**src/rtl/csr_gate_pkg.sv**
```systemverilog
package csr_gate_pkg;

    localparam int CSR_ADDR_W = 12;
    localparam int IMM_W      = 5;

    typedef enum logic [1:0] {
        PRIV_USER  = 2'd0,
        PRIV_SUPER = 2'd1,
        PRIV_RSVD  = 2'd2,
        PRIV_MACH  = 2'd3
    } priv_lvl_e;

    typedef enum logic [1:0] {
        ACC_READ  = 2'd0,
        ACC_SWAP  = 2'd1,
        ACC_SET   = 2'd2,
        ACC_CLEAR = 2'd3
    } acc_kind_e;

    // one flag per veto source
    typedef struct packed {
        logic absent;
        logic low_priv;
        logic ro_write;
        logic fp_off;
        logic no_super;
        logic cnt_block;
    } veto_t;

    function automatic logic [1:0] addr_min_priv(input logic [CSR_ADDR_W-1:0] a);
        return a[9:8];
    endfunction

    function automatic logic addr_read_only(input logic [CSR_ADDR_W-1:0] a);
        return a[11:10] == 2'b11;
    endfunction

    function automatic logic addr_is_fp(input logic [CSR_ADDR_W-1:0] a);
        return (a >= 12'h001) && (a <= 12'h003);
    endfunction

    function automatic logic addr_is_counter(input logic [CSR_ADDR_W-1:0] a);
        return (a[11:5] == 7'h60) || (a[11:5] == 7'h64);
    endfunction

endpackage

```
**src/rtl/csr_op_encode.sv**
```systemverilog
module csr_op_encode
    import csr_gate_pkg::*;
#(
    parameter int XLEN = 32
) (
    input  logic [1:0]       kind_i,
    input  logic             use_imm_i,
    input  logic [XLEN-1:0]  src_reg_i,
    input  logic [IMM_W-1:0] src_imm_i,
    output logic [XLEN-1:0]  value_o,
    output logic [XLEN-1:0]  mask_o
);
    localparam int PAD_W = XLEN - IMM_W;

    logic [XLEN-1:0] operand;
    acc_kind_e       kind;

    assign kind    = acc_kind_e'(kind_i);
    assign operand = use_imm_i ? {{PAD_W{1'b0}}, src_imm_i} : src_reg_i;

    always_comb begin
        unique case (kind)
            ACC_SWAP: begin
                value_o = operand;
                mask_o  = '1;
            end
            ACC_SET: begin
                value_o = '1;
                mask_o  = operand;
            end
            ACC_CLEAR: begin
                value_o = '0;
                mask_o  = operand;
            end
            default: begin
                value_o = '0;
                mask_o  = '0;
            end
        endcase
    end
endmodule

```
**src/rtl/csr_access_gate.sv**
```systemverilog
module csr_access_gate
    import csr_gate_pkg::*;
#(
    parameter int CNT_BITS = 32
) (
    input  logic [CSR_ADDR_W-1:0] addr_i,
    input  logic [1:0]            priv_i,
    input  logic                  mask_any_i,
    input  logic                  present_i,
    input  logic                  super_present_i,
    input  logic [1:0]            fp_state_i,
    input  logic [CNT_BITS-1:0]   sup_cnt_i,
    input  logic [CNT_BITS-1:0]   mach_cnt_i,
    output veto_t                 veto_o,
    output logic                  illegal_o
);
    localparam int CNT_IDX_W = $clog2(CNT_BITS);

    logic [CNT_IDX_W-1:0] cnt_idx;
    logic                 cnt_allowed;
    priv_lvl_e            priv;

    assign priv    = priv_lvl_e'(priv_i);
    assign cnt_idx = addr_i[CNT_IDX_W-1:0];

    always_comb begin
        unique case (priv)
            PRIV_USER:  cnt_allowed = sup_cnt_i[cnt_idx];
            PRIV_SUPER: cnt_allowed = mach_cnt_i[cnt_idx];
            default:    cnt_allowed = 1'b1;
        endcase
    end

    always_comb begin
        veto_o.absent    = !present_i;
        veto_o.low_priv  = priv_i < addr_min_priv(addr_i);
        veto_o.ro_write  = addr_read_only(addr_i) && mask_any_i;
        veto_o.fp_off    = addr_is_fp(addr_i) && (fp_state_i == 2'b00);
        veto_o.no_super  = (addr_min_priv(addr_i) == 2'b01) && !super_present_i;
        veto_o.cnt_block = addr_is_counter(addr_i) && !cnt_allowed;
    end

    assign illegal_o = |veto_o;
endmodule

```
**src/rtl/csr_rmw_merge.sv**
```systemverilog
module csr_rmw_merge #(
    parameter int XLEN = 32
) (
    input  logic [XLEN-1:0] old_i,
    input  logic [XLEN-1:0] value_i,
    input  logic [XLEN-1:0] mask_i,
    input  logic            illegal_i,
    output logic [XLEN-1:0] old_o,
    output logic [XLEN-1:0] wr_data_o,
    output logic            wr_en_o
);
    for (genvar b = 0; b < XLEN; b++) begin : g_bit
        assign wr_data_o[b] = mask_i[b] ? value_i[b] : old_i[b];
        assign old_o[b]     = old_i[b] & !illegal_i;
    end

    assign wr_en_o = (|mask_i) && !illegal_i;
endmodule

```
**src/rtl/csr_access_unit.sv**
```systemverilog
module csr_access_unit
    import csr_gate_pkg::*;
#(
    parameter int XLEN     = 32,
    parameter int CNT_BITS = 32
) (
    input  logic [1:0]            acc_kind,
    input  logic                  acc_use_imm,
    input  logic [XLEN-1:0]       acc_src,
    input  logic [4:0]            acc_imm,
    input  logic [11:0]           csr_addr,
    input  logic [1:0]            cur_priv,
    input  logic                  csr_present,
    input  logic                  sup_mode_present,
    input  logic [1:0]            fp_state,
    input  logic [CNT_BITS-1:0]   sup_cnt_en,
    input  logic [CNT_BITS-1:0]   mach_cnt_en,
    input  logic [XLEN-1:0]       csr_rdata,
    output logic [XLEN-1:0]       old_value,
    output logic [XLEN-1:0]       wr_data,
    output logic                  wr_en,
    output logic                  illegal
);
    logic [XLEN-1:0] enc_value;
    logic [XLEN-1:0] enc_mask;
    veto_t           veto;

    csr_op_encode #(.XLEN(XLEN)) u_encode (
        .kind_i    (acc_kind),
        .use_imm_i (acc_use_imm),
        .src_reg_i (acc_src),
        .src_imm_i (acc_imm),
        .value_o   (enc_value),
        .mask_o    (enc_mask)
    );

    csr_access_gate #(.CNT_BITS(CNT_BITS)) u_gate (
        .addr_i          (csr_addr),
        .priv_i          (cur_priv),
        .mask_any_i      (|enc_mask),
        .present_i       (csr_present),
        .super_present_i (sup_mode_present),
        .fp_state_i      (fp_state),
        .sup_cnt_i       (sup_cnt_en),
        .mach_cnt_i      (mach_cnt_en),
        .veto_o          (veto),
        .illegal_o       (illegal)
    );

    csr_rmw_merge #(.XLEN(XLEN)) u_merge (
        .old_i     (csr_rdata),
        .value_i   (enc_value),
        .mask_i    (enc_mask),
        .illegal_i (illegal),
        .old_o     (old_value),
        .wr_data_o (wr_data),
        .wr_en_o   (wr_en)
    );
endmodule

```
**config.mk**
```make
export PLATFORM = sky130hd
export DESIGN_NAME = csr_access_unit
export DESIGN_NICKNAME = d
export VERILOG_FILES = /design/src/rtl/csr_gate_pkg.sv /design/src/rtl/csr_op_encode.sv /design/src/rtl/csr_access_gate.sv /design/src/rtl/csr_rmw_merge.sv /design/src/rtl/csr_access_unit.sv
export SDC_FILE = /design/constraint.sdc
export NUM_CORES = 1
export LEC_CHECK = 0
export ABC_AREA = 1
export BUFFER_PORTS_ARGS = -buffer_cell sky130_fd_sc_hd__buf_4
export CORE_MARGIN = 8
export CORE_UTILIZATION = 39
export DETAILED_ROUTE_END_ITERATION = 6
export PLACE_DENSITY = 0.81
export SYNTH_ARGS = -nofsm -noshare
export SYNTH_HDL_FRONTEND = slang
export SYNTH_SLANG_ARGS = --single-unit
export TNS_END_PERCENT = 20
```
**constraint.sdc**
```tcl
create_clock -name vclk -period 1.8
set_input_delay 0.18 -clock vclk [all_inputs]
set_output_delay 0.18 -clock vclk [all_outputs]
set_load 0.02 [all_outputs]
```
# Word-level counts from Yosys, hierarchy flattened
# Index checks and enable logic that the tools add are counted.
[word_totals]
inputBits = 154
mem_count = 0
register_bits = 0
wordCells = 100
out_inout_bits = 66
ramBits = 0
romBits = 0
latchBits = 0
[classes]
div = 0
shift = 0
muxes = 40
n_mul = 0
order_cmp = 4
n_eq_ne = 8
bitwise = 32
add_sub_neg = 0
reduce_logical = 16
[ops]
columns = ["operator", "n"]
rows = [
  ["32-bit case mux with 2 select lines", 2],
  ["1-bit two-way mux", 34],
  ["1-bit AND", 32],
  ["32-bit two-way mux", 1],
  ["32-bit OR reduction", 1],
  ["7-bit == test, second input constant", 2],
  ["12-bit by 1-bit >= comparator with 1-bit output, second input constant", 1],
  ["12-bit by 2-bit less-or-equal comparator with 1-bit output, second input constant", 1],
  ["1-bit binary-select mux with 5-bit select", 2],
  ["2-bit by 1-bit == test with 1-bit output, second input constant", 3],
  ["2-bit == test, second input constant", 3],
  ["1-bit logical AND", 6],
  ["5-bit by 6-bit < comparator with 1-bit output, second input constant", 1],
  ["6-bit OR reduction", 1],
  ["1-bit logical NOT", 4],
  ["2-bit logical NOT", 2],
  ["2-bit < comparator", 1],
  ["1-bit case mux with 2 select lines", 1],
  ["2-bit OR reduction", 1],
  ["1-bit logical OR", 1],
]

# Logic depth before layout (Yosys ltp)
# Gate-level depths: netlist (run 1).
[depth]
ltp_word = 8
mapped_depth = 14
mapped_depth_nobuf = 13

# Hierarchy
# A second synthesis (run 1) with hierarchy kept.
[hier_totals]
cells_unflattened = 598
hier_area_um2 = 2568.7
[modules_own_cells]
columns = ["mod", "area_each_um2", "seq_area_each_um2", "instances", "cells_each"]
rows = [
  ["csr_access_gate", 898.4, 0.0, 1, 212],
  ["csr_op_encode", 830.8, 0.0, 1, 177],
  ["csr_rmw_merge", 660.6, 0.0, 1, 164],
  ["csr_access_unit", 178.9, 0.0, 1, 45],
]

# Worst setup path before layout (run 1)
# Ideal clock, no wire load.
[synth_timing]
path_type = "input to output"
startpoint = "in csr_addr[0]"
endpoint = "out old_value[11]"
t_arrival_ps = 1579
setup_slack_ps = 41
path_buffers = 3
stages = 13
required_time_ps = 1620
path_cell_list = "buf_2 -> buf_2 -> nor2_1 -> nor2_1 -> nand2_1 -> o211ai_1 -> nand3_1 -> nand3_1 -> nand2_1 -> nand3_1 -> nand2_2 -> buf_6 -> nor2_1"
[synth_between]
elab_chain_cells = 8
elab_cells_between_ends = 14
classes_between = "2 x order compare; 5 x mux; 1 x bitwise; 6 x reduce/logical"
[synth_lines]
columns = ["element", "line_no", "rtl"]
rows = [
  ["start: declaration", "csr_access_unit.sv:11", "input logic [11:0] csr_addr,"],
  ["1-bit binary-select mux with 5-bit select (on tied branches)", "csr_access_gate.sv:29, csr_access_gate.sv:28", ""],
  ["1-bit two-way mux (on tied branches)", "csr_access_gate.sv:29, csr_access_gate.sv:28", ""],
  ["1-bit case mux with 2 select lines", "csr_access_gate.sv:27", "unique case (priv)"],
  ["1-bit logical NOT", "csr_access_gate.sv:40", "veto_o.cnt_block = addr_is_counter(addr_i) && !cnt_allowed;"],
  ["1-bit logical AND", "csr_access_gate.sv:40", ""],
  ["6-bit OR reduction *", "csr_access_gate.sv:43", "assign illegal_o = |veto_o;"],
  ["1-bit logical NOT *", "csr_rmw_merge.sv:14", "assign old_o[b] = old_i[b] & !illegal_i;"],
  ["1-bit AND *", "csr_rmw_merge.sv:14", ""],
  ["end: declaration", "csr_access_unit.sv:19", "output logic [XLEN-1:0] old_value,"],
]
# Mark *: on every way between the ends. The rest lies on a longest branch, timed or not. The select of a mux whose other input is x is not followed.

# Final worst setup path (run 1)
[layout_timing]
startpoint = "in acc_kind[1]"
endpoint = "out old_value[9]"
[layout_between]
elab_chain_cells = 8
elab_cells_between_ends = 10
classes_between = "3 x eq/ne; 1 x mux; 1 x bitwise; 5 x reduce/logical"
[layout_lines]
columns = ["element", "line_no", "rtl"]
rows = [
  ["start: declaration", "csr_access_unit.sv:7", "input logic [1:0] acc_kind,"],
  ["2-bit == test", "csr_op_encode.sv:22", "unique case (kind)"],
  ["2-bit OR reduction (no source line)", "-", ""],
  ["32-bit case mux with 2 select lines *", "csr_op_encode.sv:22", ""],
  ["32-bit OR reduction *", "csr_access_unit.sv:40", ".mask_any_i (|enc_mask),"],
  ["1-bit logical AND *", "csr_access_gate.sv:37", "veto_o.ro_write = addr_read_only(addr_i) && mask_any_i;"],
  ["6-bit OR reduction *", "csr_access_gate.sv:43", ""],
  ["1-bit logical NOT *", "csr_rmw_merge.sv:14", ""],
  ["1-bit AND *", "csr_rmw_merge.sv:14", ""],
]
# Mark *: on every way between the ends. The rest lies on a longest branch, timed or not.

==> results of run 1 <==
==> power by group <==
part           total, mW  internal (mW)  switching (mW)  leakage, nW
clock                  0              0               0            0
combinational       1.45          0.708           0.741         2.97
sequential             0              0               0            0
==> final cells by class <==
class                           count  area, sq um
Fill cell                         348          778
Inverter                           70          275
Multi-Input combinational cell    425         2170
Tap cell                           75         93.8
Timing Repair Buffer              300         2570
==> cells by family after synthesis <==
kind of cell,synth area share
and+or+nand+nor,0.667
buffers and inverters,0.190
AOI/OAI and AO/OA,0.127
adders and majority gates,0.0160
==> metal layers <==
layer  wire [um]  vias up  global-route usage  part of all wire
li1            -     2221                   -                 -
met1        5240     2164               0.321              0.34
met2        7710      365               0.575              0.51
met3        1690       67              0.0817              0.11
met4         603        0               0.110             0.040
met5           0        -                   0                 0
==> worst paths after layout <==
path                  cells after the start  slack (ns)     startpoint             to
worst min-delay path                      4        0.70  csr_rdata[12]  old_value[12]
worst max-delay path                     13       -0.36    acc_kind[1]   old_value[9]
==> cells in the mapped netlist, drive strengths merged <==
master / number / area, sq um
a21boi: 1 / 7.51
a21oi: 5 / 25.0
buf: 23 / 143
clkbuf: 11 / 41.3
clkinv: 1 / 3.75
ha: 3 / 37.5
inv: 69 / 259
nand2: 156 / 588
nand3: 120 / 606
nand4: 2 / 12.5
nor2: 83 / 339
nor3: 2 / 10.0
o211ai: 1 / 7.51
o21ai: 47 / 235
o22ai: 1 / 6.26
o31ai: 1 / 7.51
o41ai: 1 / 8.76
or2: 2 / 12.5
==> stage by stage <==
stage          power [mW]  setup TNS, ns  cells  area [sq um]
5_1_grt              1.54         -15.09    870          5110
6_report             1.45         -10.69    870          5110
4_1_cts              1.36          -5.34    869          4980
3_5_place_dp         1.22          -9.96    845          4450
3_3_place_gp         1.20          -6.43    845          4450
2_1_floorplan       0.573              0    529          2350
==> what timing repair did <==
action	in CTS	in global routing
gates cloned	4	0
setup endpoints to repair	34	37
buffers inserted	20	1
pin swaps	8	7
resized for setup	66	38
==> results.cfg, run 1 <==
[sta]
setup_ws_ns = -0.356
timing.final.crit_period_ns = 2.16
maxSlewViolCount = 0
rsz0062_at_grt = true
worstMarginPinSlew_ns = 0.286
setup_viol = 37
relSlewSlack = 0.807
fmax_mhz = 464
hold_viol_final = 0
hold-worst-slack_ns = 0.704
finalCritPeriodShare = 1.20

[status]
violations = negative setup slack
outcome = finished with violations

[drt]
via_per_inst = 5.54
drtIter0Drc = 340
drt-total-wl_mm = 15.2
vias = 4817
wl_per_cell_um = 17.5
drc_errors = 0
antenna_left = 0
firstDrtPassIters = 6

[global_route]
antenna_found_initial = 0
first_global_vias = 4710
grt_pass1_wl_mm = 22.5
track_usage = 0.308
grt_max_degree = 39
overflow = 0

[clock_network]
cts_hold_buffers = 0

[worst_setup_path]
worstPathRequired_ns = 1.62
endpoint_kind = output port
arrival_ns = 1.98
crit_family = simple AND/OR/NAND/NOR gates
critPathMaxStageDelay_ns = 0.19
critPathBufInv = 4
crit_path_frequent_cell = nor2_2
slowest_stage = buf_12
path_class = input pin to output port
cp_max_fo = 19
crit_chain = buf_8 -> buf_8 -> nand3_1 -> nand4_1 -> nor2_2 -> nand3_1 -> nor2_2 -> nor2_1 -> nor2_2 -> nand2_4 -> buf_12 -> nor2_2 -> buf_4
worstSetupStartpointType = input pin

[finish]
nClkBuffers = 0
area_growth_pct = 117
layout.cells.most_common = buf_4
seqCellArea_sq_um = 0
fin_util = 0.868
nets = 954
final_cell_mix = buf_4, nand2_1, nand3_1
drive_above_1_share = 0.464
seq_cells = 0
antenna_cells = 0

[die]
chipWidth_um = 93.6
chipHeight_um = 93.6
initial_core_util = 0.399
num_io_pins = 220
design.core.area_sq_um = 5890
dieArea_sq_um = 8760
rows = 28

[logic_synthesis]
synth_warnings = 0
synth_cells = 529
yosysUniqueCellTypes = 25
synth_nets = 686
ys_seq_area_frac = 0
synth_area_per_cell_sq_um = 4.44
syn_area_sq_um = 2350

[power_and_ir_drop]
irDropWorstVdd_mv = 0.218
leakage_nw = 2.97
power.density_nw_per_um2 = 284

[placement]
dp_hpwl_mm = 10.9
port_buffers = 220
place_congestion = 1.02
pre_cts_ws_ns = -0.317

[job]
cap_viol_max_count = 0

[hold_path]
hp-class = input pin to output port
Power figures use the tool's default switching activity.
==> run 2: changes to the inputs <==
RECOVER_POWER = 50   (was unset)
SLEW_MARGIN = 10   (was unset)
==> run 2 against run 1 <==
Net effect:
- worst hold slack is the same
- routed wire length shrank 0.49%
- highest routed layer unchanged
- fmax about the same
- final area fell by 0.54%
- combinational power is essentially flat
- flip-flop and latch count unchanged
- via count is 1.7% lower
- critical path depth is the same
- non-clock buffer count is the same
- die area is the same
- total power shrank 0.83%
- largest cell class unchanged
- critical endpoint unchanged
- the flow still finishes with violations (negative setup slack)
==> results.cfg, run 2 (synthesized netlist as in run 1, its figures left out) <==
[finish]
nClkBuffers = 0
drive_above_1_share = 0.464
area_growth_pct = 116
nets = 954
seqCellArea_sq_um = 0
final_cell_mix = buf_4, nand2_1, nand3_1
seq_cells = 0
layout.cells.most_common = buf_4
antenna_cells = 0

[global_route]
antenna_found_initial = 0
grt_pass1_wl_mm = 22.5
first_global_vias = 4710
grt_max_degree = 39
track_usage = 0.308
overflow = 0

[power_and_ir_drop]
leakage_nw = 2.96
power.density_nw_per_um2 = 283
irDropWorstVdd_mv = 0.218
power_mw = 1.44

[worst_setup_path]
path_class = input pin to output port
arrival_ns = 1.97
cp_max_fo = 19
endpoint_kind = output port
worstPathRequired_ns = 1.62
worstSetupStartpointType = input pin

[placement]
port_buffers = 220
place_congestion = 1.02
dp_hpwl_mm = 10.9

[hold_path]
whs_path_depth = 4
hp-class = input pin to output port

[job]
cap_viol_max_count = 0

[sta]
finalCritPeriodShare = 1.20
hold-worst-slack_ns = 0.704
rsz0062_at_grt = true
timing.final.crit_period_ns = 2.15
maxSlewViolCount = 0
hold_viol_final = 0
setup_ws_ns = -0.354
relSlewSlack = 0.805
fmax_mhz = 464
setup_viol = 41
worstMarginPinSlew_ns = 0.289

[die]
chipWidth_um = 93.6
dieArea_sq_um = 8760
rows = 28
initial_core_util = 0.399
chipHeight_um = 93.6
design.core.area_sq_um = 5890
num_io_pins = 220

[drt]
drt-total-wl_mm = 15.2
wl_per_cell_um = 17.4
drc_errors = 0
drtIter0Drc = 318
antenna_left = 0
firstDrtPassIters = 6
vias = 4733
via_per_inst = 5.44

[status]
outcome = finished with violations
violations = negative setup slack
run 2: changes by cell type in the layout (fill, tap and decap cells not counted):
cell / previous run / this run
buf_12: 11 / 10
buf_2: 0 / 3
buf_4: 262 / 257
clkbuf_2: 0 / 3
run 2: per-stage QoR:
stage | utilization | cells | TNS, ns | area, sq um | setup slack (ns)
2_1_floorplan | - | 529 | 0 | 2350 | 0.0411
3_3_place_gp | 0.756 | 845 | -6.43 | 4450 | -0.202
3_5_place_dp | 0.756 | 845 | -9.96 | 4450 | -0.317
4_1_cts | 0.845 | 869 | -5.34 | 4980 | -0.244
5_1_grt | 0.863 | 870 | -15.84 | 5080 | -0.464
6_report | 0.863 | 870 | -11.07 | 5080 | -0.354
run 2: worst max-delay path, cell delays in order:
cell and delay, ns:
buf_8 0.14, buf_8 0.14, nand3_1 0.16, nand4_1 0.16
nor2_2 0.16, nand3_1 0.10, nor2_2 0.13, nor2_1 0.06
nor2_2 0.14, nand2_4 0.13, buf_12 0.19, nor2_2 0.12
buf_4 0.16
run 2: layout make-up:
cell class | count | area [sq um]
Fill cell | 352 | 806
Tap cell | 75 | 93.8
Multi-Input combinational cell | 425 | 2170
Inverter | 70 | 275
Timing Repair Buffer | 300 | 2540
run 2: worst paths after layout:
path / start / to
setup / recovery: acc_kind[1] / old_value[9]
hold / removal: csr_rdata[12] / old_value[12]
run 2: report_power, final:
group	internal, mW	switching (mW)
clock	0	0
sequential	0	0
combinational	0.699	0.738
total	0.699	0.738
run 2: what timing repair did:
item	CTS	global route
hold buffers	0	0
resized for setup	66	38
endpoints found under the setup margin	34	37
gates cloned	4	0
endpoints found under the hold margin	0	0
pin swaps	8	7
setup buffers	20	1
run 2: routing by layer:
layer	share of wire	GRT usage	vias up
met5	0	0	-
met3	0.11	0.0817	57
li1	-	-	2223
met4	0.035	0.110	0
met1	0.35	0.321	2134
met2	0.51	0.575	319
==> run 3: changes to the inputs <==
CELL_PAD_IN_SITES_DETAIL_PLACEMENT = 0   (was unset)
CELL_PAD_IN_SITES_GLOBAL_PLACEMENT = 1   (was unset)
CORE_UTILIZATION = 22   (was 39)
PLACE_DENSITY = 0.82   (was 0.81)
SLEW_MARGIN = 25   (was 10)
==> run 3 against run 2 <==
Net effect:
- the run still ends with negative setup slack left
- total power fell by 4.4%
- routed wire length fell by 5.6%
- cell count up 5.7%
- fmax grew 4.5%
- worst hold slack got worse by 0.012 ns
- count of clock-buffer cells in the layout is the same
- non-clock buffer count shrank 11
- utilization down 37 points
- critical endpoint is now old_value[7]
- largest cell class unchanged
- highest routed layer unchanged
==> results.cfg, run 3 (synthesized netlist as in run 1, its figures left out) <==
[drt]
vias = 4337
firstDrtPassIters = 4
antenna_left = 0
drc_errors = 0
via_per_inst = 4.71
drt-total-wl_mm = 14.3
drtIter0Drc = 224
wl_per_cell_um = 15.6

[power_and_ir_drop]
intPower_mw = 0.663
leakage_nw = 2.89
p_clk_frac = 0
p_comb_frac = 1.000
power.density_nw_per_um2 = 270
irDropWorstVdd_mv = 0.131
netSwitchingFraction = 0.517
p_seq_frac = 0
p_sw_mw = 0.711

[worst_setup_path]
crit_chain = buf_4 -> buf_6 -> nand3_1 -> nand3_1 -> nor3_2 -> nand3_1 -> nor2_2 -> nor2_1 -> nor2_2 -> nand2_4 -> clkbuf_16 -> nor2_4 -> buf_6
endpoint_kind = output port
crit_path_frequent_cell = nand3_1
worstPathRequired_ns = 1.62
critPathBufInv = 4
cp_max_fo = 14
slowest_stage = clkbuf_16
crit_family = simple AND/OR/NAND/NOR gates
worstSetupStartpointType = input pin
critPathMaxStageDelay_ns = 0.21
critPathLaunch = acc_kind[1]
arrival_ns = 1.88
path_class = input pin to output port

[sta]
setup_viol = 34
maxSlewViolCount = 0
relSlewSlack = 0.793
timing.final.crit_period_ns = 2.06
final.setup.tns_ns = -7.56
worstMarginPinSlew_ns = 0.307
rsz0062_at_grt = true
hold-worst-slack_ns = 0.692
fmax_mhz = 485
finalCritPeriodShare = 1.15
hold_viol_final = 0
setup_ws_ns = -0.262

[finish]
seqCellArea_sq_um = 0
nFillCells = 1112
final_cell_mix = buf_4, nand2_1, nand3_1
seq_cells = 0
drive_above_1_share = 0.454
nClkBuffers = 0
postLayoutCellArea_sq_um = 5080
nets = 943
antenna_cells = 0
final_cells = 920
layout.cells.most_common = buf_4
area_growth_pct = 116

[global_route]
grt_pass1_wl_mm = 21.1
track_usage = 0.174
first_global_vias = 4352
antenna_found_initial = 0
grt_max_degree = 31
overflow = 0

[die]
rows = 37
design.core.area_sq_um = 10400
chipHeight_um = 119
num_io_pins = 220
dieArea_sq_um = 14200
initial_core_util = 0.227
chipWidth_um = 119

[hold_path]
hp-class = input pin to output port
whs_path_depth = 4
min_from = csr_rdata[7]
whs_endpoint = old_value[7]

[status]
violations = negative setup slack
outcome = finished with violations

[job]
cap_viol_max_count = 0

[placement]
dp.cells = 912
place_congestion = 0.863
dp_hpwl_mm = 11.4
placed_area_sq_um = 4560
port_buffers = 220
## run 3: cell types whose count changed in the layout (fill, tap and decap cells not counted), sizes merged
| cell | previous run | this run |
|---|---|---|
| buf | 297 | 277 |
| clkbuf | 3 | 12 |
| clkinv | 1 | 0 |
| inv | 69 | 70 |
## run 3: cell type report
type	instances	area, sq um	share of cell area
inverter	70	270	0.0532
multi-input combinational	425	2180	0.429
tap	136	170	0.0335
timing repair buffer	289	2460	0.484
## run 3: worst max-delay path by stage
stage	to	depth (start not counted)	slack, ns
floorplan	old_value[11]	13	0.04
global placement	old_value[5]	14	-0.23
detailed placement	old_value[30]	16	-0.27
CTS	old_value[30]	16	-0.21
global route	old_value[7]	13	-0.34
finish	old_value[7]	13	-0.26
## run 3: metal layers
metal | vias up | GRT usage | part of all wire
met1 | 1961 | 0.190 | 0.40
met3 | 15 | 0.0416 | 0.073
li1 | 2195 | - | -
met5 | - | 0 | 0
met4 | 0 | 0.0242 | 0.019
met2 | 166 | 0.336 | 0.51
## run 3: repair_timing
action / in CTS / in global routing
cloned: 0 / 7
hold buffers: 0 / 0
setup endpoints to repair: 34 / 35
gates resized for setup: 16 / 90
setup buffers: 0 / 1
pin swaps: 0 / 12
## run 3: tightest hold or removal path: cells and delay by family
kind                   cells  cell delay (ns)
AND/OR/NAND/NOR            1             0.08
buffers and inverters      3             0.26
## run 3: through the flow
step / utilization / power [mW] / worst slack [ns]
floorplan: - / 0.573 / 0.0411
global placement: 0.440 / 1.23 / -0.233
detailed placement: 0.440 / 1.24 / -0.266
CTS: 0.446 / 1.26 / -0.213
global route: 0.490 / 1.49 / -0.338
finish: 0.490 / 1.37 / -0.262
## run 3: power by group through the flow
stage               logic (mW)  registers [mW]  clock network [mW]
floorplan                0.573               0                   0
global placement          1.23               0                   0
detailed placement        1.24               0                   0
CTS                       1.26               0                   0
global route              1.49               0                   0
finish                    1.37               0                   0
